[config.mk]
export PLATFORM = sky130hd
export DESIGN_NAME = flag_offset_loader
export DESIGN_NICKNAME = d
export VERILOG_FILES = /design/src/rtl/flo_pkg.sv /design/src/rtl/flo_mode_capture.sv /design/src/rtl/flo_serial_shift.sv /design/src/rtl/flo_parallel_load.sv /design/src/rtl/flag_offset_loader.sv
export SDC_FILE = /design/constraint.sdc
export NUM_CORES = 1
export LEC_CHECK = 0
export BUFFER_PORTS_ARGS = -buffer_cell sky130_fd_sc_hd__buf_2
export CORE_MARGIN = 2
export CORE_UTILIZATION = 36
export DETAILED_ROUTE_END_ITERATION = 8
export GPL_TIMING_DRIVEN = 0
export MAX_ROUTING_LAYER = met4
export PLACE_DENSITY = 0.54
export REMOVE_ABC_BUFFERS = 1
export SKIP_LAST_GASP = 1
export SLEW_MARGIN = 20
export SYNTH_ARGS = -nofsm -noshare
export SYNTH_HDL_FRONTEND = slang
export SYNTH_SLANG_ARGS = --single-unit
export TNS_END_PERCENT = 1
[constraint.sdc]
create_clock -name clk -period 1.75 [get_ports clk]
set_input_delay 0.175 -clock clk [delete_from_list [all_inputs] [get_ports clk]]
set_output_delay 0.175 -clock clk [all_outputs]
set_load 0.05 [all_outputs]
[src/rtl/flo_pkg.sv]
package flo_pkg;

   typedef enum logic [1:0] {
      M_PRESET   = 2'd0,
      M_PARALLEL = 2'd1,
      M_SERIAL   = 2'd2
   } load_mode_e;

   localparam int unsigned SEL_W    = 3;
   localparam int unsigned N_PRESET = 5;
   localparam int unsigned MIN_OFS_W = 11;

   function automatic load_mode_e decode_mode(input logic [SEL_W-1:0] code);
      if (code < SEL_W'(N_PRESET))      return M_PRESET;
      else if (code == SEL_W'(N_PRESET)) return M_PARALLEL;
      else                               return M_SERIAL;
   endfunction

   function automatic int unsigned preset_value(input logic [SEL_W-1:0] code);
      case (code)
         3'd0:    return 8;
         3'd1:    return 16;
         3'd2:    return 64;
         3'd3:    return 256;
         3'd4:    return 1024;
         default: return 0;
      endcase
   endfunction

endpackage

[src/rtl/flo_mode_capture.sv]
module flo_mode_capture
   import flo_pkg::*;
(
   input  logic             clk,
   input  logic             mrst_n,
   input  logic [SEL_W-1:0] method_sel,
   output logic [SEL_W-1:0] code_q,
   output load_mode_e       mode
);

   always_ff @(posedge clk) begin
      if (!mrst_n) code_q <= method_sel;
   end

   assign mode = decode_mode(code_q);

   assert_code_held_R2: assert property (@(posedge clk) disable iff (!mrst_n)
      $past(mrst_n) |-> $stable(code_q))
      else $error("method code moved outside reset");

endmodule

[src/rtl/flo_serial_shift.sv]
module flo_serial_shift #(
   parameter int unsigned OFS_W = 13
) (
   input  logic               clk,
   input  logic               clear,
   input  logic               active,
   input  logic               ser_en_n,
   input  logic               ser_bit,
   output logic [4*OFS_W-1:0] image,
   output logic               done
);

   localparam int unsigned TOTAL = 4 * OFS_W;
   localparam int unsigned CNT_W = $clog2(TOTAL + 1);

   logic [CNT_W-1:0] taken;
   logic             shift_ok;

   assign shift_ok = active & ~ser_en_n & ~done;

   always_ff @(posedge clk) begin
      if (clear) begin
         image <= '0;
         taken <= '0;
         done  <= 1'b0;
      end else if (shift_ok) begin
         image <= {image[TOTAL-2:0], ser_bit};
         taken <= taken + 1'b1;
         done  <= (taken == CNT_W'(TOTAL - 1));
      end
   end

   assert_count_bound_R6: assert property (@(posedge clk) disable iff (clear)
      taken <= CNT_W'(TOTAL))
      else $error("serial bit count past stream length");

   assert_serial_frozen_R7: assert property (@(posedge clk) disable iff (clear)
      done |=> (done && $stable(image)))
      else $error("serial image changed after completion");

endmodule

[src/rtl/flo_parallel_load.sv]
module flo_parallel_load #(
   parameter int unsigned OFS_W = 13
) (
   input  logic               clk,
   input  logic               clear,
   input  logic               active,
   input  logic               wr_en,
   input  logic [OFS_W-1:0]   wr_data,
   output logic [4*OFS_W-1:0] image,
   output logic               done
);

   localparam int unsigned N_SLOT = 4;
   localparam int unsigned IDX_W  = $clog2(N_SLOT);

   logic [IDX_W-1:0] slot_idx;
   logic             take;

   assign take = active & wr_en & ~done;

   for (genvar g = 0; g < N_SLOT; g++) begin : g_slot
      logic [OFS_W-1:0] slot_q;
      always_ff @(posedge clk) begin
         if (clear) slot_q <= '0;
         else if (take && slot_idx == IDX_W'(g)) slot_q <= wr_data;
      end
      assign image[(N_SLOT-g)*OFS_W-1 -: OFS_W] = slot_q;
   end

   always_ff @(posedge clk) begin
      if (clear) begin
         slot_idx <= '0;
         done     <= 1'b0;
      end else if (take) begin
         slot_idx <= slot_idx + 1'b1;
         done     <= (slot_idx == IDX_W'(N_SLOT - 1));
      end
   end

   assert_write_order_R4: assert property (@(posedge clk) disable iff (clear)
      take |=> (done || slot_idx == $past(slot_idx) + 1'b1))
      else $error("parallel slot order broken");

   assert_parallel_frozen_R7: assert property (@(posedge clk) disable iff (clear)
      done |=> (done && $stable(image)))
      else $error("parallel image changed after completion");

endmodule

[src/rtl/flag_offset_loader.sv]
module flag_offset_loader
   import flo_pkg::*;
#(
   parameter int unsigned OFS_W = 13
) (
   input  logic             clk,
   input  logic             mrst_n,
   input  logic [2:0]       method_sel,
   input  logic             wr_en,
   input  logic [OFS_W-1:0] wr_data,
   input  logic             ser_en_n,
   input  logic             ser_bit,
   output logic [OFS_W-1:0] ofs_y1,
   output logic [OFS_W-1:0] ofs_x1,
   output logic [OFS_W-1:0] ofs_y2,
   output logic [OFS_W-1:0] ofs_x2,
   output logic             prog_done
);

   localparam int unsigned IMG_W = 4 * OFS_W;

   if (OFS_W < MIN_OFS_W) begin : g_bad_width
      $error("OFS_W too narrow for the largest preset");
   end
   if (OFS_W > 16) begin : g_bad_depth
      $error("OFS_W beyond supported FIFO depth");
   end

   logic [SEL_W-1:0] code_q;
   load_mode_e       mode;
   logic             clear;
   logic [IMG_W-1:0] par_img, ser_img, pre_img, sel_img;
   logic             par_done, ser_done, pre_done;
   logic [OFS_W-1:0] pre_word;

   assign clear = ~mrst_n;

   flo_mode_capture u_mode (
      .clk        (clk),
      .mrst_n     (mrst_n),
      .method_sel (method_sel),
      .code_q     (code_q),
      .mode       (mode)
   );

   flo_parallel_load #(.OFS_W(OFS_W)) u_par (
      .clk     (clk),
      .clear   (clear),
      .active  (mode == M_PARALLEL),
      .wr_en   (wr_en),
      .wr_data (wr_data),
      .image   (par_img),
      .done    (par_done)
   );

   flo_serial_shift #(.OFS_W(OFS_W)) u_ser (
      .clk      (clk),
      .clear    (clear),
      .active   (mode == M_SERIAL),
      .ser_en_n (ser_en_n),
      .ser_bit  (ser_bit),
      .image    (ser_img),
      .done     (ser_done)
   );

   always_ff @(posedge clk) begin
      if (clear) pre_done <= 1'b0;
      else if (mode == M_PRESET) pre_done <= 1'b1;
   end

   assign pre_word = pre_done ? OFS_W'(preset_value(code_q)) : '0;
   assign pre_img  = {4{pre_word}};

   always_comb begin
      unique case (mode)
         M_PARALLEL: begin sel_img = par_img; prog_done = par_done; end
         M_SERIAL:   begin sel_img = ser_img; prog_done = ser_done; end
         default:    begin sel_img = pre_img; prog_done = pre_done; end
      endcase
   end

   assign {ofs_y1, ofs_x1, ofs_y2, ofs_x2} = sel_img;

   assert_done_sticky_R6: assert property (@(posedge clk) disable iff (!mrst_n)
      prog_done |=> prog_done)
      else $error("done dropped outside reset");

   assert_preset_done_R3: assert property (@(posedge clk) disable iff (!mrst_n)
      (mode == M_PRESET && !prog_done) |=> prog_done)
      else $error("preset not completed in one cycle");

   assert_preset_value_R3: assert property (@(posedge clk) disable iff (!mrst_n)
      (mode == M_PRESET && prog_done) |->
         (ofs_y1 == ofs_x1 && ofs_x1 == ofs_y2 && ofs_y2 == ofs_x2 &&
          $countones(ofs_y1) == 1))
      else $error("preset outputs inconsistent");

endmodule

After elaboration in Yosys (flattened, before gate mapping):

Cells that the tools add are included.

* register bits: 118
* bits in latches: 0
* memory bits (writable): 0
* memory bits (read-only): 0
* input port bits: 21
* output and inout port bits: 53
* word-level logic and storage cells: 45
* memories: 0

* add/sub/neg operators: 2
* multiply operators: 0
* div/mod/pow operators: 0
* order comparisons: 1
* equal/unequal tests: 11
* shift-type cells: 0
* multiplexer cells: 6
* bitwise logic cells: 7
* reductions and logical operators: 7

Operators by type and width (count)
* 52-bit one-hot mux with 2 select lines: 1
* 11-bit one-hot mux with 5 select lines: 1
* 13-bit 2-to-1 mux: 1
* 6-bit by 1-bit adder with 6-bit output, second input constant: 1
* 2-bit == test, second input constant: 3
* 3-bit by 2-bit == test with 1-bit output, second input constant: 2
* 3-bit == test, second input constant: 2
* 6-bit == test, second input constant: 1
* 1-bit AND: 4
* 2-bit by 1-bit == test with 1-bit output, second input constant: 2
* 1-bit logical AND: 4
* 2-bit zero test: 2
* 2-bit 2-to-1 mux: 2
* 3-bit by 1-bit == test with 1-bit output, second input constant: 1
* 3-bit zero test: 1
* 3-bit less-than comparator, second input constant: 1
* 1-bit NOT: 3
* 2-bit by 1-bit adder with 2-bit output, second input constant: 1
* 1-bit one-hot mux with 2 select lines: 1

Logic depth before layout (Yosys ltp):

* depth in word-level cells: 7
* mapped depth: 6
* mapped depth without buffers: 4

Cells and area by module:

From an unflattened synthesis, not the netlist that was laid out.

* cells, all modules: 618
* area, all modules: 5372.7 µm²

By module, submodules not included
* flo_parallel_load: times used 1, cells an instance 208, area an instance 2321.0 µm², sequential area each 1101.1 µm²
* flo_serial_shift: times used 1, cells an instance 261, area an instance 2074.5 µm², sequential area each 1181.1 µm²
* flag_offset_loader: times used 1, cells an instance 143, area an instance 867.1 µm², sequential area each 20.0 µm²
* flo_mode_capture: times used 1, cells an instance 6, area an instance 110.1 µm², sequential area each 90.1 µm²

Least setup slack after synthesis:

OpenSTA, ideal clock, no wires.

* path kind: reg2out
* from: reg u_mode.code_q[2]
* to: out ofs_x1[4]
* data arrival time: 1965 ps
* data required time: 1575 ps
* slack: -390 ps
* cell stages (with the launch flop): 5
* buffers on the path: 1
* cells stage by stage: edfxtp_1 buf_2 nor2b_1 a21oi_1 o21ai_0

* word-level cells in the longest chain between the ends: 5
* elaborated cells on any way between the ends: 14
* classes of those cells: order compare (1); eq/ne (7); mux (5); reduce/logical (1)

Ends and longest elaborated chain
* start: declaration: RTL line flo_mode_capture.sv:7 `output logic [SEL_W-1:0] code_q,`
* start signal: assignment: RTL line flo_mode_capture.sv:12 `if (!mrst_n) code_q <= method_sel;`
* parallel branches: the longest is 4 deep, another holds 3-bit less-than comparator
* 52-bit one-hot mux with 2 select lines *: RTL line flag_offset_loader.sv:75 `unique case (mode)`
* end: declaration: RTL line flag_offset_loader.sv:14 `output logic [OFS_W-1:0] ofs_x1,`

Every way passes the cells marked *.

Worst setup path in the final report:

* from: reg u_mode.code_q[1]
* to: out ofs_x1[2]

* word-level cells in the longest chain between the ends: 5
* elaborated cells on any way between the ends: 7
* classes of those cells: order compare (1); eq/ne (3); mux (3)

Ends and longest elaborated chain
* parallel branches: the longest is 2 deep, another holds 3-bit less-than comparator
* 2-bit 2-to-1 mux *: RTL line flo_pkg.sv:14 `if (code < SEL_W'(N_PRESET)) return M_PRESET;`
* 2-bit == test / 2-bit by 1-bit == test with 1-bit output (equally long branches): RTL line flag_offset_loader.sv:75
* 52-bit one-hot mux with 2 select lines *: RTL line flag_offset_loader.sv:75

Marked as above.

==> impl_metrics.yaml <==
run_status:
  status: "finished, violations left"
  violations: "negative setup slack"
route:
  via_count: 4603
  wl_per_cell_um: 17.4
  drt-vias-per-instance: 5.34
  first_iter_violations: 409
  postRouteAntennaNets: 0
  wl_mm: 15.0
  drc: 0
  drt_pass1_iterations: 5
sta:
  hold_ws_ns: 0.0293
  tightest_slew_ns: 0.761
  rsz0062_at_grt: "yes"
  worst_clock_skew_ns: 0.00815
  slew_viol_final: 0
  max_freq_mhz: 472
  relSlewSlack: 0.493
  fin_ws_ns: -0.370
  fin_crit_ns: 2.12
  setup_violations: 151
  finalCritPeriodShare: 1.21
  hold_violations: 0
cts:
  path_clk_slew_ns: 0.05
  clock_latency_ns: 0.42
  htreeDepth: 4
  cts_sinks: 118
  cts_root_buffer: "clkbuf_16"
  cts_tree: "done"
  cts_made_buffers: 17
  clockBufferDepth: 2
worst_setup_path:
  reg2reg_slack_ns: -0.30
  r2r-end: "u_par.g_slot[2].slot_q[10]"
  critPathArrivalTime_ns: 1.95
  r2r-start: "u_mode.code_q[1]"
  path_max_fanout: 24
  crit_path_end_kind: "primary output"
  rr_worst_depth: 4
  required_ns: 1.57
  critPathLaunchType: "flip-flop"
  crit_type: "reg2out"
global_routing:
  overflow: 0
  antenna_found_initial: 0
  grt_max_degree: 57
  grt.total_usage: 0.213
  grt_first_pass_wirelength_mm: 23.5
  grt_pass1_vias: 4399
placed_design:
  routabilityCongestion: 0.755
  dp_hpwl_mm: 8.84
  numPortBuffers: 73
  dpl.cell_count: 806
synthesis:
  yosysMostFrequentCell: "nand2_1"
  async_flop_share: 0
  netlist_top_cells_count: "165 x nand2_1, 115 x dfxtp_1, 84 x a21oi_1"
  synth_seq_area_share: 0.471
  synth_top_area_frac: 0.453
  syn_inst: 599
  ys.flop_type: "dfxtp_1"
  synth-seq-cells: 118
  synth_area_sq_um: 5080
  synthTopCellsByArea: "dfxtp_1 45%, nand2_1 12%, a21oi_1 8.3%, mux2i_1 7.9%, a22o_1 7.8%"
  synth_edf_count: 3
  ys_warn_count: 0
  avgSynthCellArea_sq_um: 8.48
  ys_types: 34
  yosysTopAreaCell: "dfxtp_1"
die:
  ios: 74
  initial_utilization: 0.367
  core_area_sq_um: 13800
  rows: 43
  fp.dieW_um: 123
  die_area_sq_um: 15100
  die_h_um: 123
layout:
  area_growth_pct: 29.5
  nets: 696
  fillers: 1330
  n_antenna_cell: 0
  finalNonFillerCells: 862
  drive_above_1_share: 0.204
  post-route-util: 0.476
worst_hold_path:
  holdPathStages: 3
  hold_path_end: "u_par.g_slot[3].slot_q[1]"
  min_from: "wr_data[1]"
  hp-class: "in2reg"
power:
  p_leak_nw: 2.81
  p_total_mw: 6.67
  p_per_area_nw_per_um2: 1010
  ir_drop_uv: 613
job:
  drv_cap: 0
cell families (layout without fill, tap and decap cells):
group,Yosys count,in the layout,share of synthesized area
compound gates,170,170,0.208
xor+xnor,1,1,0.00172
fa+ha+maj,5,5,0.0123
buf+inv,55,136,0.0483
flops,118,118,0.471
mux,40,40,0.0788
simple gates,210,212,0.179
cell type report:
class / count / area, sq um / share of cell area
Clock inverter: 3 / 40.0 / 0.00609
Sequential cell: 118 / 2390 / 0.364
Timing Repair Buffer: 100 / 821 / 0.125
Inverter: 5 / 22.5 / 0.00342
Tap cell: 180 / 225 / 0.0342
Clock buffer: 28 / 527 / 0.0801
Multi-Input combinational cell: 428 / 2550 / 0.388
state kept, by name, summed over array words and instances (netlist names):
signal / count
u_par.g_slot.slot_q: 52
u_ser.taken: 6
u_par.slot_idx: 2
pre_done: 1
u_ser.done: 1
u_mode.code_q: 3
u_par.done: 1
u_ser.image: 52
placed cells by master, fill, tap and decap left out, types with 10 or more instances in the layout:
cell type	netlist	final
dfxtp_1	115	115
nand2_1	165	165
o21ai_0	25	25
a21o_1	13	13
a21oi_1	84	84
nand3_1	16	16
buf_4	4	41
buf_6	0	10
buf_2	19	32
a22o_1	45	45
mux2i_1	40	40
clkbuf_16	0	17
routing by layer:
| metal | global-route usage | vias to the layer above | share of wire |
|---|---|---|---|
| met5 | - | - | 0 |
| met4 | 0.0848 | 0 | 0.023 |
| met3 | 0.0553 | 31 | 0.053 |
| met2 | 0.318 | 131 | 0.46 |
| met1 | 0.275 | 2224 | 0.47 |
| li1 | - | 2217 | - |
power by group:
group,switching [mW],internal (mW)
Clock,1.15,2.17
Combinational,0.403,0.200
Sequential,0.0253,2.72
Total,1.58,5.09
critical path, stage by stage, from the launching register on:
cell and delay (ns):
edfxtp_1 0.52, and3b_4 0.43, buf_16 0.19, a22o_1 0.21
buf_6 0.17
stage by stage:
stage                     setup slack (ns)  TNS (ns)  area (sq um)
after floorplan                      -1.29   -122.59          4850
after global placement               -2.77   -322.09          5440
after detailed placement             -1.16   -111.11          5560
after CTS                           -0.371    -32.40          6510
after global routing                -0.434    -45.02          6580
final                               -0.370    -31.25          6580
how the worst max path moves through the flow:
stage,from,depth (start not counted),endpoint
2_1_floorplan,u_mode.code_q[2],3,u_ser.taken[5]
3_3_place_gp,u_mode.code_q[2],3,u_ser.taken[5]
3_5_place_dp,u_mode.code_q[2],3,u_par.g_slot[0].slot_q[8]
4_1_cts,u_mode.code_q[1],5,ofs_x2[9]
5_1_grt,u_mode.code_q[2],5,ofs_x2[4]
6_report,u_mode.code_q[1],4,ofs_x1[2]
what timing repair did:
item | CTS | global route
gates cloned | 2 | 0
hold buffers | 4 | 0
setup buffers | 17 | 1
resized for setup | 56 | 13
hold endpoints to repair | 4 | 0
setup endpoints to repair | 168 | 166
pin swaps | 1 | 0
(Power assumes the default switching activity.)
